### src/rtl/st64_pkg.sv
`timescale 1ns/1ps
// Shared types for the split timer: mode encoding and register addresses.
// Assumes a word-addressed register space of at least 3 address bits.
package st64_pkg;
    typedef enum logic [1:0] {
        MODE_OFF   = 2'd0,
        MODE_GEN64 = 2'd1,
        MODE_DUAL  = 2'd2,
        MODE_WDOG  = 2'd3
    } st_mode_e;

    localparam int ADDR_CTRL   = 0;
    localparam int ADDR_PRD_LO = 1;
    localparam int ADDR_PRD_HI = 2;
    localparam int ADDR_CNT_LO = 3;
    localparam int ADDR_CNT_HI = 4;
    localparam int ADDR_WIDTH  = 5;
    localparam int ADDR_SVC    = 6;
endpackage

### src/rtl/st64_edge_sync.sv
`timescale 1ns/1ps
// Brings an asynchronous count input into the clock domain through two flops
// and emits a one-cycle pulse on each rising edge. Assumes the input stays
// high and low for at least a few clocks (12 required by the timer).
module st64_edge_sync (
    input  logic clk,
    input  logic rst_n,
    input  logic pin,
    output logic rise
);
    logic [2:0] shift_q;

    // Two synchronizer stages plus one history stage for edge detection.
    always_ff @(posedge clk) begin
        if (!rst_n) shift_q <= '0;
        else        shift_q <= {shift_q[1:0], pin};
    end

    assign rise = shift_q[1] & ~shift_q[2];

    a_r3_rise_single: assert property (@(posedge clk) disable iff (!rst_n)
        rise |=> !rise);
endmodule

### src/rtl/st64_out_shaper.sv
`timescale 1ns/1ps
// Turns period events into an output waveform: either a pulse of
// max(width, MIN_W) clocks per event, or a level that inverts per event.
// Assumes events in pulse form arrive no faster than the pulse length;
// an early event restarts the pulse.
module st64_out_shaper #(
    parameter int WW    = 8,
    parameter int MIN_W = 12
) (
    input  logic          clk,
    input  logic          rst_n,
    input  logic          clr,
    input  logic          evt,
    input  logic          toggle_form,
    input  logic [WW-1:0] width,
    output logic          pin
);
    localparam logic [WW-1:0] MIN_V = WW'(MIN_W);
    localparam logic [WW:0]   MIN_RUN = (WW+1)'(MIN_W);

    logic [WW-1:0] eff_w;
    logic [WW-1:0] remain_q;

    assign eff_w = (width < MIN_V) ? MIN_V : width;

    // Pin state and remaining pulse length.
    always_ff @(posedge clk) begin
        if (!rst_n || clr) begin
            pin      <= 1'b0;
            remain_q <= '0;
        end else if (evt) begin
            if (toggle_form) begin
                pin <= ~pin;
            end else begin
                pin      <= 1'b1;
                remain_q <= eff_w - 1'b1;
            end
        end else if (!toggle_form && pin) begin
            if (remain_q == '0) pin <= 1'b0;
            else                remain_q <= remain_q - 1'b1;
        end
    end

    // Checker state: length of the current high run, saturating.
    logic [WW:0] hi_run_q;
    always_ff @(posedge clk) begin
        if (!rst_n)                      hi_run_q <= '0;
        else if (!pin)                   hi_run_q <= '0;
        else if (hi_run_q != '1)         hi_run_q <= hi_run_q + 1'b1;
    end

    a_r6_min_pulse: assert property (@(posedge clk) disable iff (!rst_n)
        ($fell(pin) && !toggle_form && !$past(clr)) |-> (hi_run_q >= MIN_RUN));
endmodule

### src/rtl/st64_counter.sv
`timescale 1ns/1ps
// Count datapath: two CW-bit halves that chain into one 2*CW counter,
// run as two independent up-counters, or form a down-counting watchdog.
// Assumes the control decode gives single-cycle clr, wd_load, svc_ok and
// load strobes, and never asserts loads in watchdog mode.
module st64_counter
    import st64_pkg::*;
#(
    parameter int CW = 32
) (
    input  logic          clk,
    input  logic          rst_n,
    input  st_mode_e      mode,
    input  logic          clr,
    input  logic          wd_load,
    input  logic          svc_ok,
    input  logic [1:0]    tick,
    input  logic [1:0]    ld,
    input  logic [CW-1:0] ld_val,
    input  logic [2*CW-1:0] prd,
    output logic [CW-1:0] cnt_lo,
    output logic [CW-1:0] cnt_hi,
    output logic [1:0]    evt,
    output logic          expired
);
    localparam int DW = 2 * CW;

    logic [CW-1:0] cnt_q [2];
    logic [CW-1:0] prd_h [2];
    logic [DW-1:0] full;

    assign prd_h[0] = prd[CW-1:0];
    assign prd_h[1] = prd[DW-1:CW];
    assign full     = {cnt_q[1], cnt_q[0]};
    assign cnt_lo   = cnt_q[0];
    assign cnt_hi   = cnt_q[1];

    // Counting, match/restart, watchdog countdown and direct loads.
    always_ff @(posedge clk) begin
        if (!rst_n) begin
            cnt_q[0] <= '0;
            cnt_q[1] <= '0;
            evt      <= '0;
            expired  <= 1'b0;
        end else begin
            evt <= '0;
            if (clr) begin
                cnt_q[0] <= '0;
                cnt_q[1] <= '0;
            end else if (wd_load) begin
                {cnt_q[1], cnt_q[0]} <= prd;
            end else begin
                unique case (mode)
                    MODE_GEN64: begin
                        if (tick[0]) begin
                            if (full == prd) begin
                                {cnt_q[1], cnt_q[0]} <= '0;
                                evt[0] <= 1'b1;
                            end else begin
                                {cnt_q[1], cnt_q[0]} <= full + 1'b1;
                            end
                        end
                    end
                    MODE_DUAL: begin
                        for (int h = 0; h < 2; h++) begin
                            if (tick[h]) begin
                                if (cnt_q[h] == prd_h[h]) begin
                                    cnt_q[h] <= '0;
                                    evt[h]   <= 1'b1;
                                end else begin
                                    cnt_q[h] <= cnt_q[h] + 1'b1;
                                end
                            end
                        end
                    end
                    MODE_WDOG: begin
                        if (!expired) begin
                            if (svc_ok) begin
                                {cnt_q[1], cnt_q[0]} <= prd;
                            end else if (full <= DW'(1)) begin
                                {cnt_q[1], cnt_q[0]} <= '0;
                                expired <= 1'b1;
                            end else begin
                                {cnt_q[1], cnt_q[0]} <= full - 1'b1;
                            end
                        end
                    end
                    default: ;
                endcase
                if (ld[0]) cnt_q[0] <= ld_val;
                if (ld[1]) cnt_q[1] <= ld_val;
            end
        end
    end

    a_r8_expiry_sticky: assert property (@(posedge clk) disable iff (!rst_n)
        expired |=> expired);

    a_r5_hi_quiet: assert property (@(posedge clk) disable iff (!rst_n)
        ($past(mode) == MODE_GEN64 && mode == MODE_GEN64) |-> !evt[1]);
endmodule

### src/rtl/split_timer64.sv
`timescale 1ns/1ps
// Split-mode 64-bit timer with watchdog. Holds the register file, the
// watchdog key-sequence logic and the mode lock, and wires two input
// synchronizers, two output shapers and the count datapath together.
// Assumes register writes are single-cycle strobes and reads are combinational.
module split_timer64
    import st64_pkg::*;
#(
    parameter int          CW        = 32,
    parameter int          AW        = 4,
    parameter int          WW        = 8,
    parameter int          MIN_PULSE = 12,
    parameter logic [31:0] KEY_ARM   = 32'h0000_A5C6,
    parameter logic [31:0] KEY_FIRE  = 32'h0000_DA7E
) (
    input  logic          clk,
    input  logic          rst_n,
    input  logic          wr_en,
    input  logic [AW-1:0] wr_addr,
    input  logic [CW-1:0] wr_data,
    input  logic [AW-1:0] rd_addr,
    output logic [CW-1:0] rd_data,
    input  logic          tin_lo,
    input  logic          tin_hi,
    output logic          tout_lo,
    output logic          tout_hi,
    output logic          evt_lo,
    output logic          evt_hi,
    output logic          wdog_evt,
    output logic          rst_req,
    output logic [1:0]    rst_kind
);
    localparam int NH = 2;

    logic [7:0]    ctrl_q;
    logic [CW-1:0] prd_lo_q, prd_hi_q;
    logic [WW-1:0] width_q;
    logic          armed_q;

    st_mode_e      mode_q, new_mode;
    logic          locked, wr_ctrl, clr, wd_load, svc_wr, svc_ok;
    logic [NH-1:0] ld, tick, rise, evt, pins, tins;
    logic [CW-1:0] cnt_lo, cnt_hi;
    logic          expired;

    assign mode_q   = st_mode_e'(ctrl_q[1:0]);
    assign new_mode = st_mode_e'(wr_data[1:0]);
    assign locked   = (mode_q == MODE_WDOG);
    assign wr_ctrl  = wr_en && (wr_addr == AW'(ADDR_CTRL)) && !locked;
    assign clr      = wr_ctrl && (new_mode == MODE_OFF);
    assign wd_load  = wr_ctrl && (new_mode == MODE_WDOG);
    assign ld[0]    = wr_en && (wr_addr == AW'(ADDR_CNT_LO)) && !locked;
    assign ld[1]    = wr_en && (wr_addr == AW'(ADDR_CNT_HI)) && !locked;
    assign svc_wr   = wr_en && (wr_addr == AW'(ADDR_SVC));
    assign svc_ok   = svc_wr && armed_q && locked && (32'(wr_data) == KEY_FIRE);

    // Register file and service-key arming.
    always_ff @(posedge clk) begin
        if (!rst_n) begin
            ctrl_q   <= '0;
            prd_lo_q <= '0;
            prd_hi_q <= '0;
            width_q  <= '0;
            armed_q  <= 1'b0;
        end else if (wr_en) begin
            if (wr_ctrl)                             ctrl_q   <= wr_data[7:0];
            if (wr_addr == AW'(ADDR_PRD_LO))         prd_lo_q <= wr_data;
            if (wr_addr == AW'(ADDR_PRD_HI))         prd_hi_q <= wr_data;
            if (wr_addr == AW'(ADDR_WIDTH))          width_q  <= wr_data[WW-1:0];
            if (svc_wr)                              armed_q  <= (32'(wr_data) == KEY_ARM);
        end
    end

    assign tins = {tin_hi, tin_lo};

    // Per-half input conditioning and output shaping.
    for (genvar g = 0; g < NH; g++) begin : g_half
        st64_edge_sync u_sync (
            .clk  (clk),
            .rst_n(rst_n),
            .pin  (tins[g]),
            .rise (rise[g])
        );
        assign tick[g] = ctrl_q[2+g] ? rise[g] : 1'b1;
        st64_out_shaper #(.WW(WW), .MIN_W(MIN_PULSE)) u_shape (
            .clk        (clk),
            .rst_n      (rst_n),
            .clr        (clr),
            .evt        (evt[g]),
            .toggle_form(ctrl_q[4+g]),
            .width      (width_q),
            .pin        (pins[g])
        );
    end

    st64_counter #(.CW(CW)) u_count (
        .clk    (clk),
        .rst_n  (rst_n),
        .mode   (mode_q),
        .clr    (clr),
        .wd_load(wd_load),
        .svc_ok (svc_ok),
        .tick   (tick),
        .ld     (ld),
        .ld_val (wr_data),
        .prd    ({prd_hi_q, prd_lo_q}),
        .cnt_lo (cnt_lo),
        .cnt_hi (cnt_hi),
        .evt    (evt),
        .expired(expired)
    );

    assign tout_lo  = pins[0];
    assign tout_hi  = pins[1];
    assign evt_lo   = evt[0];
    assign evt_hi   = evt[1];
    assign wdog_evt = expired;
    assign rst_req  = expired;
    assign rst_kind = ctrl_q[7:6];

    // Combinational register readback.
    always_comb begin
        unique case (rd_addr)
            AW'(ADDR_CTRL):   rd_data = CW'(ctrl_q);
            AW'(ADDR_PRD_LO): rd_data = prd_lo_q;
            AW'(ADDR_PRD_HI): rd_data = prd_hi_q;
            AW'(ADDR_CNT_LO): rd_data = cnt_lo;
            AW'(ADDR_CNT_HI): rd_data = cnt_hi;
            AW'(ADDR_WIDTH):  rd_data = CW'(width_q);
            default:          rd_data = '0;
        endcase
    end

    a_r10_mode_locked: assert property (@(posedge clk) disable iff (!rst_n)
        (mode_q == MODE_WDOG) |=> (mode_q == MODE_WDOG));
endmodule

### config.mk
export PLATFORM = sky130hd
export DESIGN_NAME = split_timer64
export DESIGN_NICKNAME = d
export VERILOG_FILES = /design/src/rtl/st64_pkg.sv /design/src/rtl/st64_edge_sync.sv /design/src/rtl/st64_out_shaper.sv /design/src/rtl/st64_counter.sv /design/src/rtl/split_timer64.sv
export SDC_FILE = /design/constraint.sdc
export NUM_CORES = 1
export LEC_CHECK = 0
export ABC_AREA = 1
export CAP_MARGIN = 5
export CELL_PAD_IN_SITES_DETAIL_PLACEMENT = 0
export CELL_PAD_IN_SITES_GLOBAL_PLACEMENT = 1
export CORE_MARGIN = 4
export CORE_UTILIZATION = 25
export CTS_CLUSTER_SIZE = 25
export DETAILED_ROUTE_END_ITERATION = 10
export GPL_TIMING_DRIVEN = 0
export PLACE_DENSITY = 0.49
export SYNTH_ARGS = -nofsm -noshare
export SYNTH_HDL_FRONTEND = slang
export SYNTH_HIERARCHICAL = 1
export SYNTH_SLANG_ARGS = --single-unit
### constraint.sdc
create_clock -name clk -period 3.55 [get_ports clk]
set_input_delay 1.065 -clock clk [delete_from_list [all_inputs] [get_ports clk]]
set_output_delay 1.065 -clock clk [all_outputs]
set_load 0.005 [all_outputs]
==> out/results.txt <==
result of the run = finished with violations
failing checks = negative setup slack
required time at the endpoint of the critical path = 3.93 ns
largest clock skew in the final design = 0.0201 ns
sum of overflow across all layers after global routing = 0
IR Drop Worst-Case VDD = 0.000368 V
Min-Delay Path Class = register to register
critical-path cell list = clkinvlp_4 > ha_1 > inv_1 > o21a_1 > nand2_1 > a21oi_1 > o21ai_1 > buf_2 > xor2_1 > nand2_1 > nand3_1 > o21ai_1 > nand2_1 > nand2_1 > a21oi_1
cell taking the most area after synthesis = nand2_1
number of antenna violations at the first check in global routing = 8
Detailed Place HPWL = 98,600 um
Clock Sink Count = 172
Horiz. Die Dim = 269 um
Layout Nets = 3,220
Cell Pwr Density = 270 nW/um^2
ratio of cells with drive above 1 in the final layout = 13.8%
count of H-tree levels built during CTS = 4
highest achievable clock rate = 279 MHz
setup repair after global routing missed its margin = yes
Routed Antenna Nets = 0
Final Critical Period = 3.59 ns
Final Routed Wirelength = 122,000 um
nature of the critical path endpoint = register
Inserted Clock Buffers = 17
final number of setup-violating endpoints = 2
hold-fix buffer count after cts = 0
FFs w/ async S/R, synth = 0%
library cell contributing the largest single delay on the critical path = dfxtp_1
Arrival @ worst endpoint = 3.97 ns
post-synth net total = 3,081
area share of the largest cell type after synthesis = 20.9%
total via count in the routed design = 21,516
portion of the clock cycle consumed by the worst path in the final layout = 101%
synthesized area per cell = 5.62 um^2
Crit Path Class = register to register
transition at the pin with the smallest max-transition slack = 1.34 ns
count of state elements after synthesis = 172
DIE AREA = 72,300 um^2
critical path launch point type = register
maximum count of clock buffers along a single path = 2
1st-pass router iterations = 6
final design area excluding fillers = 20,400 um^2
flip-flop cell with the highest count after synthesis = dfxtp_1
max-cap viol count = 0
PnR worst setup slack = -0.0370 ns
GRT Resource Usage Total = 33.2%
cell area reported after detailed placement = 19,000 um^2
die height = 269 um
count leader, synth = nand2_1
area overhead of the layout relative to synthesis = 19.8%
Slew Limit Headroom = 10.8%
distinct cell type count after synthesis = 52
leading post-synthesis cells by instance count = nand2_1, nor2_1, inv_1
vias per cell = 5.31
number of global-route vias before repair = 20,099
most used cell along the critical path = nand2_1
post-layout utilization of the core = 30.3%
total standard cell area after synthesis = 17,000 um^2
register area share after synthesis = 20.2%
core footprint = 67,300 um^2
count of synthesis-stage warnings from yosys = 6
clock tree from TritonCTS = built
wire length of the first global-routing pass = 165,000 um
number of standard cells after synthesis = 3,025
max-slew violation count = 0
number of hold-slack violations in the final timing report = 0
clock transition time at the flip-flop clock pins of the worst setup and hold paths = 0.09 ns
number of I/O port buffers = 84
insertion delay of the later-clocked pin in the worst-skew pair = 0.52 ns
DRC Markers = 0
leakage power = 0.00951 uW
Iteration-0 DRC Markers = 2,416
Max FO, Critical Path = 8
IO Count = 85
tightest hold margin = 0.420 ns
Rows = 95
cell types occupying the most area after synthesis = nand2_1, dfxtp_1, nor2_1
clock root buffer = clkbuf_16
EDFF count, synth = 0
RD Place Congestion = 0.969
Avg WL per Cell = 30.2 um
initial core utilization = 25.3%
maximum number of pins on one net before global-route repair = 20
delay of the slowest critical-path stage = 0.73 ns
-- path summary, 6_finish.rpt --
path / from / end / slack, ns / depth (start not counted)
min reg2reg: g_half[1].u_sync/shift_q[0]$_SDFF_PN0_ / g_half[1].u_sync/shift_q[1]$_SDFF_PN0_ / 0.42 / 2
min: g_half[1].u_sync/shift_q[0]$_SDFF_PN0_ / g_half[1].u_sync/shift_q[1]$_SDFF_PN0_ / 0.42 / 2
max reg2reg: u_count/cnt_hi[1]$_SDFFE_PP0P_ / u_count/cnt_hi[6]$_SDFFE_PP0P_ / -0.04 / 15
max: u_count/cnt_hi[1]$_SDFFE_PP0P_ / u_count/cnt_hi[6]$_SDFFE_PP0P_ / -0.04 / 15
-- through the flow --
step / setup TNS, ns / instances / total power [uW] / setup slack, ns
after floorplan: 0 / 3025 / 2670 / 0.549
after CTS: 0 / 4046 / 5500 / 0.00946
after detailed placement: -153.91 / 3983 / 3270 / -2.05
final: -0.0737 / 4054 / 5500 / -0.0370
after global placement: -155.28 / 3982 / 3280 / -2.08
after global routing: -0.00614 / 4050 / 5670 / -0.00614
-- where the power goes --
group | switching, uW | internal [uW] | leakage (uW)
logic | 970 | 354 | 0.00782
registers | 57.9 | 1960 | 0.00139
clock network | 1140 | 1020 | 0.000302
total | 2170 | 3330 | 0.00951
-- cell type report --
class,instances,area [um^2]
antenna,4,10.0
tap,873,1090
multi-input combinational,2347,11600
buffer,156,1100
clock inverter,15,193
sequential,172,3440
timing repair buffer,121,1190
inverter,349,1340
clock buffer,17,425
fill,7808,46900
-- registers in the layout, indices dropped and copies added (netlist names) --
signal and flops:
u_count/evt 2, g_half.u_shape/pin 2, g_half.u_sync/shift_q 6, width_q 8, prd_hi_q 32, ctrl_q 8, u_count/expired 1, prd_lo_q 32
u_count/cnt_hi 32, armed_q 1, g_half.u_shape/remain_q 16, u_count/cnt_lo 32
-- layout by cell type, fill, tap and decap left out, drive strengths merged, types with 109 or more instances in the layout --
cell type    n
buf        154
nand2      974
inv        352
nand3      197
dfxtp      172
nor2       421
o21ai      196
xor2       109
a21oi      217
-- worst max-delay path, delay by kind of cell (launching register included) --
kind            cells  cell delay (ns)
compound gates      5             0.78
fa+ha+maj           1             0.46
simple gates        5             0.50
buf+inv             3             0.82
xor+xnor            1             0.15
flops               1             0.73
-- kinds of logic (layout without fill, tap and decap cells) --
| group | after synthesis | count (layout) | share of synthesized area (%) |
|---|---|---|---|
| adders and majority gates | 11 | 11 | 0.809 |
| other | 0 | 4 | 0 |
| xor gates and xnor gates | 110 | 110 | 5.66 |
| AOI/OAI and AO/OA | 478 | 478 | 15.5 |
| DFF | 172 | 172 | 20.2 |
| and+or+nand+nor | 1748 | 1748 | 44.9 |
| buffers and inverters | 506 | 658 | 12.9 |
-- metal layers --
metal	vias to the layer above	global-route usage, %	share of wire [%]
li1	9924	-	-
met1	10371	43.9	43
met2	1015	53.5	45
met3	202	4.45	6.4
met4	4	16.3	5.9
met5	-	0	0.015
-- repair_timing --
action | CTS | global route
gates cloned | 3 | 0
endpoints found under the setup margin | 99 | 91
setup buffers | 28 | 5
pin swaps | 13 | 7
resized for setup | 232 | 48
Note: power is estimated with default switching activity, not from simulation.
